==> config.mk <==
export PLATFORM = sky130hd
export DESIGN_NAME = i2c_crc_target
export DESIGN_NICKNAME = d
export VERILOG_FILES = /design/src/rtl/i2ct_pkg.sv /design/src/rtl/i2ct_sync.sv /design/src/rtl/i2ct_crc8.sv /design/src/rtl/i2c_crc_target.sv
export SDC_FILE = /design/constraint.sdc
export NUM_CORES = 1
export LEC_CHECK = 0
export CAP_MARGIN = 20
export CORE_ASPECT_RATIO = 1.1
export CORE_UTILIZATION = 48
export DETAILED_ROUTE_END_ITERATION = 16
export GPL_TIMING_DRIVEN = 0
export PLACE_DENSITY = 0.68
export SLEW_MARGIN = 20
export SYNTH_ARGS = -nofsm -noshare
export SYNTH_HDL_FRONTEND = slang
export SYNTH_SLANG_ARGS = --single-unit
==> constraint.sdc <==
create_clock -name clk -period 2.8 [get_ports clk]
set_clock_uncertainty 0.2 [all_clocks]
set_input_delay 0.56 -clock clk [delete_from_list [all_inputs] [get_ports clk]]
set_output_delay 0.56 -clock clk [all_outputs]
set_load 0.05 [all_outputs]
==> src/rtl/i2ct_pkg.sv <==
package i2ct_pkg;

  typedef enum logic [2:0] {
    ST_IDLE = 3'd0,
    ST_ADDR = 3'd1,
    ST_REG  = 3'd2,
    ST_DATA = 3'd3,
    ST_CRC  = 3'd4,
    ST_SKIP = 3'd5
  } tgt_state_e;

  localparam int unsigned BYTE_W = 8;

endpackage

==> src/rtl/i2ct_sync.sv <==
module i2ct_sync #(
  parameter int unsigned STAGES = 2
) (
  input  logic clk,
  input  logic rst_n,
  input  logic scl_i,
  input  logic sda_i,
  output logic sda_s,
  output logic scl_rise,
  output logic scl_fall,
  output logic start_det,
  output logic stop_det
);

  logic [STAGES-1:0] scl_p, sda_p;
  logic              scl_q, sda_q, scl_s;

  generate
    if (STAGES == 1) begin : g_one
      always_ff @(posedge clk or negedge rst_n) begin
        if (!rst_n) begin
          scl_p <= '1;
          sda_p <= '1;
        end else begin
          scl_p <= scl_i;
          sda_p <= sda_i;
        end
      end
    end else begin : g_many
      always_ff @(posedge clk or negedge rst_n) begin
        if (!rst_n) begin
          scl_p <= '1;
          sda_p <= '1;
        end else begin
          scl_p <= {scl_p[STAGES-2:0], scl_i};
          sda_p <= {sda_p[STAGES-2:0], sda_i};
        end
      end
    end
  endgenerate

  assign scl_s = scl_p[STAGES-1];
  assign sda_s = sda_p[STAGES-1];

  always_ff @(posedge clk or negedge rst_n) begin
    if (!rst_n) begin
      scl_q <= 1'b1;
      sda_q <= 1'b1;
    end else begin
      scl_q <= scl_s;
      sda_q <= sda_s;
    end
  end

  always_comb begin
    scl_rise  = ~scl_q & scl_s;
    scl_fall  = scl_q & ~scl_s;
    start_det = scl_q & scl_s & sda_q & ~sda_s;
    stop_det  = scl_q & scl_s & ~sda_q & sda_s;
  end

endmodule

==> src/rtl/i2ct_crc8.sv <==
module i2ct_crc8 #(
  parameter logic [7:0] POLY = 8'h07
) (
  input  logic [7:0] crc_in,
  input  logic [7:0] data_in,
  output logic [7:0] crc_out
);

  logic [7:0] stage [0:8];

  assign stage[0] = crc_in ^ data_in;

  genvar gi;
  generate
    for (gi = 0; gi < 8; gi++) begin : g_bit
      assign stage[gi+1] = stage[gi][7] ? ({stage[gi][6:0], 1'b0} ^ POLY)
                                        : {stage[gi][6:0], 1'b0};
    end
  endgenerate

  assign crc_out = stage[8];

endmodule

==> src/rtl/i2c_crc_target.sv <==
module i2c_crc_target
  import i2ct_pkg::*;
#(
  parameter int unsigned REG_AW      = 8,
  parameter int unsigned SYNC_STAGES = 2,
  parameter logic [7:0]  CRC_POLY    = 8'h07
) (
  input  logic              clk,
  input  logic              rst_n,
  input  logic              scl_i,
  input  logic              sda_i,
  output logic              sda_oe,
  input  logic [6:0]        cfg_addr,
  input  logic              cfg_crc_en,
  output logic [REG_AW-1:0] wr_addr,
  output logic [7:0]        wr_data,
  output logic              wr_stb
);

  localparam int unsigned BIT_W = $clog2(BYTE_W + 1);
  localparam logic [BIT_W-1:0] BIT_LAST = BIT_W'(BYTE_W);

  // reset: asynchronous assert, synchronous release
  logic [1:0] rst_sync_q;
  logic       rst_int_n;
  always_ff @(posedge clk or negedge rst_n) begin
    if (!rst_n) rst_sync_q <= 2'b00;
    else        rst_sync_q <= {rst_sync_q[0], 1'b1};
  end
  assign rst_int_n = rst_sync_q[1];

  logic sda_s, scl_rise, scl_fall, start_det, stop_det;

  i2ct_sync #(.STAGES(SYNC_STAGES)) u_sync (
    .clk       (clk),
    .rst_n     (rst_int_n),
    .scl_i     (scl_i),
    .sda_i     (sda_i),
    .sda_s     (sda_s),
    .scl_rise  (scl_rise),
    .scl_fall  (scl_fall),
    .start_det (start_det),
    .stop_det  (stop_det)
  );

  tgt_state_e        st_q, st_d;
  logic [BIT_W-1:0]  bit_q, bit_d;
  logic [7:0]        sh_q, sh_d;
  logic              ackph_q, ackph_d;
  logic              oe_q, oe_d;
  logic [REG_AW-1:0] ptr_q, ptr_d;
  logic [7:0]        crc_q, crc_d;
  logic [7:0]        hold_q, hold_d;
  logic              first_q, first_d;
  logic              stb_q, stb_d;
  logic [REG_AW-1:0] waddr_q, waddr_d;
  logic [7:0]        wdata_q, wdata_d;

  logic [7:0] crc_seed, crc_next;
  logic       byte_done, active;

  i2ct_crc8 #(.POLY(CRC_POLY)) u_crc (
    .crc_in  (crc_seed),
    .data_in (sh_q),
    .crc_out (crc_next)
  );

  always_comb begin
    unique case (st_q)
      ST_REG:  crc_seed = crc_q;
      ST_DATA: crc_seed = first_q ? crc_q : 8'h00;
      default: crc_seed = 8'h00;
    endcase
  end

  assign active    = (st_q == ST_ADDR) || (st_q == ST_REG) ||
                     (st_q == ST_DATA) || (st_q == ST_CRC);
  assign byte_done = scl_fall && !ackph_q && (bit_q == BIT_LAST) && active;

  // next state
  always_comb begin
    st_d    = st_q;
    bit_d   = bit_q;
    sh_d    = sh_q;
    ackph_d = ackph_q;
    oe_d    = oe_q;
    ptr_d   = ptr_q;
    crc_d   = crc_q;
    hold_d  = hold_q;
    first_d = first_q;
    stb_d   = 1'b0;
    waddr_d = waddr_q;
    wdata_d = wdata_q;

    if (start_det) begin
      st_d    = ST_ADDR;
      bit_d   = '0;
      ackph_d = 1'b0;
      oe_d    = 1'b0;
      first_d = 1'b1;
    end else if (stop_det) begin
      st_d    = ST_IDLE;
      bit_d   = '0;
      ackph_d = 1'b0;
      oe_d    = 1'b0;
    end else if (active) begin
      if (scl_rise && !ackph_q && (bit_q != BIT_LAST)) begin
        sh_d  = {sh_q[6:0], sda_s};
        bit_d = bit_q + 1'b1;
      end else if (scl_fall && ackph_q) begin
        ackph_d = 1'b0;
        oe_d    = 1'b0;
        bit_d   = '0;
      end else if (byte_done) begin
        ackph_d = 1'b1;
        oe_d    = 1'b1;
        unique case (st_q)
          ST_ADDR: begin
            if ((sh_q[7:1] == cfg_addr) && !sh_q[0]) begin
              crc_d = crc_next;
              st_d  = ST_REG;
            end else begin
              oe_d    = 1'b0;
              ackph_d = 1'b0;
              st_d    = ST_SKIP;
            end
          end
          ST_REG: begin
            ptr_d = sh_q[REG_AW-1:0];
            crc_d = crc_next;
            st_d  = ST_DATA;
          end
          ST_DATA: begin
            if (cfg_crc_en) begin
              hold_d = sh_q;
              crc_d  = crc_next;
              st_d   = ST_CRC;
            end else begin
              stb_d   = 1'b1;
              waddr_d = ptr_q;
              wdata_d = sh_q;
              ptr_d   = ptr_q + 1'b1;
            end
          end
          ST_CRC: begin
            if (sh_q == crc_q) begin
              stb_d   = 1'b1;
              waddr_d = ptr_q;
              wdata_d = hold_q;
              ptr_d   = ptr_q + 1'b1;
              first_d = 1'b0;
              st_d    = ST_DATA;
            end else begin
              oe_d    = 1'b0;
              ackph_d = 1'b0;
              st_d    = ST_SKIP;
            end
          end
          default: st_d = ST_SKIP;
        endcase
      end
    end
  end

  // registers
  always_ff @(posedge clk or negedge rst_int_n) begin
    if (!rst_int_n) begin
      st_q    <= ST_IDLE;
      bit_q   <= '0;
      sh_q    <= '0;
      ackph_q <= 1'b0;
      oe_q    <= 1'b0;
      ptr_q   <= '0;
      crc_q   <= '0;
      hold_q  <= '0;
      first_q <= 1'b1;
      stb_q   <= 1'b0;
      waddr_q <= '0;
      wdata_q <= '0;
    end else begin
      st_q    <= st_d;
      bit_q   <= bit_d;
      sh_q    <= sh_d;
      ackph_q <= ackph_d;
      oe_q    <= oe_d;
      ptr_q   <= ptr_d;
      crc_q   <= crc_d;
      hold_q  <= hold_d;
      first_q <= first_d;
      stb_q   <= stb_d;
      waddr_q <= waddr_d;
      wdata_q <= wdata_d;
    end
  end

  assign sda_oe  = oe_q;
  assign wr_stb  = stb_q;
  assign wr_addr = waddr_q;
  assign wr_data = wdata_q;

  // a write strobe lasts one cycle
  p_stb_pulse_r4: assert property (@(posedge clk) disable iff (!rst_int_n)
    wr_stb |=> !wr_stb);

  // the pointer has moved one past the address just written
  p_ptr_step_r3: assert property (@(posedge clk) disable iff (!rst_int_n)
    wr_stb |-> (ptr_q == REG_AW'(wr_addr + 1'b1)));

  // in checksum mode a write only follows a checksum byte
  p_crc_gate_r6: assert property (@(posedge clk) disable iff (!rst_int_n)
    (wr_stb && $past(cfg_crc_en)) |-> ($past(st_q) == ST_CRC));

  // no pull-down while idle or ignoring bytes
  p_quiet_r7: assert property (@(posedge clk) disable iff (!rst_int_n)
    ((st_q == ST_IDLE) || (st_q == ST_SKIP)) |-> !sda_oe);

  // a Start always reopens the address phase with the line released
  p_start_r8: assert property (@(posedge clk) disable iff (!rst_int_n)
    start_det |=> ((st_q == ST_ADDR) && !sda_oe && !wr_stb));

endmodule

==> impl_metrics.csv <==
group,metric,value,unit
sta,setup_viol_count_final,0,
logic_synthesis,yosys.area_share.adder,0.00983,
power,p_leak,2.01,nW
clock_network,clk_pin_slew,0.07,ns
routing,first_iter_violations,139,
final_layout,antenna_cells,0,
clock_network,cts_post_setup_buffers_inserted,0,
logic_synthesis,synth_nets,359,
sta,min_period,2.59,ns
grt,overflow,0,
clock_network,cts-root-buf,"clkbuf_8",
sta,max_freq,386,MHz
logic_synthesis,yosys_most_used_dff,"dfrtp_1",
routing,vias,2711,
grt,grt_pass1_wl,13400,um
logic_synthesis,synth_top_family_by_area,"simple AND/OR/NAND/NOR gates",
clock_network,clock-sinks,66,
hold_path,hold_path_class,"reg -> async",
sta,hold_violations,0,
logic_synthesis,synth_area,3820,um^2
grt,grt_util_met3,0.0390,
routing,ant_nets,0,
logic_synthesis,yosys.area_share.xor_xnor,0.100,
sta,grt_setup_unrepaired,"false",
logic_synthesis,yosysWarningCount,0,
logic_synthesis,ys_seq_area_frac,0.435,
routing,drc,0,
final_layout,nets,400,
routing,vias_per_cell,5.48,
clock_network,clock_path_buffers,2,
worst_setup_path,critPathLaunchType,"register",
sta,relSlewSlack,0.549,
placement,place_hpwl,5630,um
logic_synthesis,synth_seq_cells,66,
floorplanning,die_h,95.5,um
worst_setup_path,required,2.82,ns
routing,routed_wl,7860,um
floorplanning,initial_utilization,0.502,
logic_synthesis,synthSimpleGateAreaFrac,0.153,
logic_synthesis,yosys-top-cells-count,"dfrtp_1, nand2_1, xor2_1",
sta,tightest_slew,0.670,ns
grt,grt_pass1_vias,2676,
logic_synthesis,synth_area_leaders,"dfrtp_1, mux2_4, xor2_1, mux2_2, dfstp_2",
logic_synthesis,async_reset_ff_frac,1.00,
clock_network,cts_tree,"built",
routing,first_pass_iters,4,
power,peakVddDrop,366,uV
floorplanning,rows,33,
worst_setup_path,end_kind,"register",
routing,wl_per_cell,15.9,um
logic_synthesis,synth-compound-area-share,0.121,
logic_synthesis,synth_cells,344,
worst_setup_path,critical_path_arrival,2.61,ns
sta,layout_worst_path_cycle_share,0.926,
clock_network,ctsResizeCount,0,
run_status,status,"finished, final reports clean",
clock_network,clock_latency,0.34,ns
power,powerDensity,668,nW/um^2
logic_synthesis,synth_top_area_frac,0.387,
clock_network,cts_buffers,9,
sta,finalWorstSetupSlack,0.208,ns
floorplanning,die_x,87.0,um
floorplanning,core_area,7600,um^2
grt,grt_max_degree,37,
worst_setup_path,ff2ff_path_depth,8,
worst_setup_path,r2r_start,"bit_q[0]",
grt,antenna_found_initial,0,
grt,global_route.usage.met2,0.347,
placement,io_buffers,29,
grt,grtUsageTotal,0.216,
logic_synthesis,ys_types,62,
floorplanning,dieArea,8310,um^2
grt,busiest_layer,"met2",
logic_synthesis,muxShareOfSynthArea,0.134,
sta,drv_slew,0,
placement,place_congestion,0.850,
logic_synthesis,post-synth-top-area-cell,"dfrtp_1",
floorplanning,boundaryPins,30,
clock_network,ctsHoldBuffers,0,
grt,grtUsageMet1,0.281,
final_layout,areaGrowthSynthToFinish,17.4,%
placement,post-place-ws,0.00329,ns
clock_network,ctsHtreeMaxLevel,3,
logic_synthesis,synth_most_common_cell,"dfrtp_1",
worst_setup_path,r2r-end,"crc_q[1]",
logic_synthesis,synth_edf_count,0,
final_layout,drive_above_1_share,0.228,
worst_setup_path,rrSetupSlack,0.21,ns
worst_setup_path,path_max_fanout,8,
flow_run,max-cap-violations,0,
worst_setup_path,critPathKind,"reg -> reg",
logic_synthesis,avgSynthCellArea,11.1,um^2
final_layout,fin_util,0.590,
[stage by stage]
step | hold slack (ns) | TNS [ns] | area [um^2] | total power [mW] | std cells
2_1_floorplan | 0.0644 | 0 | 3820 | 1.91 | 344
3_3_place_gp | 0.140 | -8.21 | 4240 | 2.09 | 478
3_5_place_dp | 0.0756 | 0 | 4260 | 2.13 | 479
4_1_cts | 0.0782 | 0 | 4480 | 3.03 | 495
5_1_grt | 0.0912 | 0 | 4480 | 3.18 | 495
6_report | 0.0601 | 0 | 4480 | 2.99 | 495
[cells by family (layout without fill, tap and decap cells)]
kind of cell	Yosys count	in the layout
flip-flops	66	66
buffers and inverters	30	76
adder cells (fa/ha/maj)	3	3
multiplexers	41	41
AND/OR/NAND/NOR	101	101
XOR/XNOR	42	42
other	1	1
AO/OA/AOI/OAI	60	60
[critical path: stages, from the launching register on]
cell     delay, ns
dfrtp_1       0.43
inv_1         0.08
ha_1          0.14
and3b_1       0.29
nand2_1       0.26
nor4_1        0.39
and2_1        0.18
buf_4         0.18
mux2_1        0.33
[cells in the final DEF (no fill, tap or decap), drive strengths merged, types with 3 or more instances in the layout]
cell / count
dfrtp: 59
mux2: 38
nand2: 32
clkdlybuf4s50: 29
xor2: 24
xnor2: 17
buf: 17
clkbuf: 16
nand3: 15
o21ai: 14
nor2: 12
a21oi: 11
inv: 9
dfstp: 7
nor4: 6
o211ai: 6
nand2b: 5
nand4: 5
and2: 4
or3: 4
a31o: 4
nor2b: 3
a31oi: 3
a211o: 3
mux2i: 3
and3: 3
a41oi: 3
nand3b: 3
ha: 3
a32o: 3
[report_power, final]
part / internal (mW) / leakage [nW] / switching [mW]
clock: 0.523 / 0.109 / 0.357
combinational: 0.474 / 1.04 / 0.534
sequential: 1.03 / 0.860 / 0.0724
[state kept, by name, indices dropped and copies added (netlist names), 3 cells and up]
register,count
wr_data,8
hold_q,8
crc_q,8
st_q,3
ptr_q,8
sh_q,8
wr_addr,8
bit_q,4
[worst max-delay path by stage]
stage                        from  cells after the start  slack, ns    endpoint
floorplan                  sda_oe                      6       0.45    ptr_q[2]
global placement    rst_sync_q[1]                      0      -0.15  wr_data[4]
detailed placement    cfg_addr[5]                      7      0.003    crc_q[5]
CTS                      bit_q[0]                      8       0.21    crc_q[1]
global route             bit_q[0]                      8       0.02    crc_q[1]
finish                   bit_q[0]                      8       0.21    crc_q[1]
[final cells by class]
type,instances,area [um^2]
multi-input cells,248,1980
clock buffers,11,141
inverters,9,33.8
plain buffers,21,144
fillers,655,3120
clock inverters,5,77.6
flip-flops and latches,66,1660
repair buffers,30,310
well taps,105,131
[layer usage]
layer / wire, um / vias up
met1: 3570 / 1320
met2: 3840 / 66
met4: 171 / 0
met5: 0 / -
met3: 272 / 16
li1: - / 1309
Power figures use the tool's default switching activity.
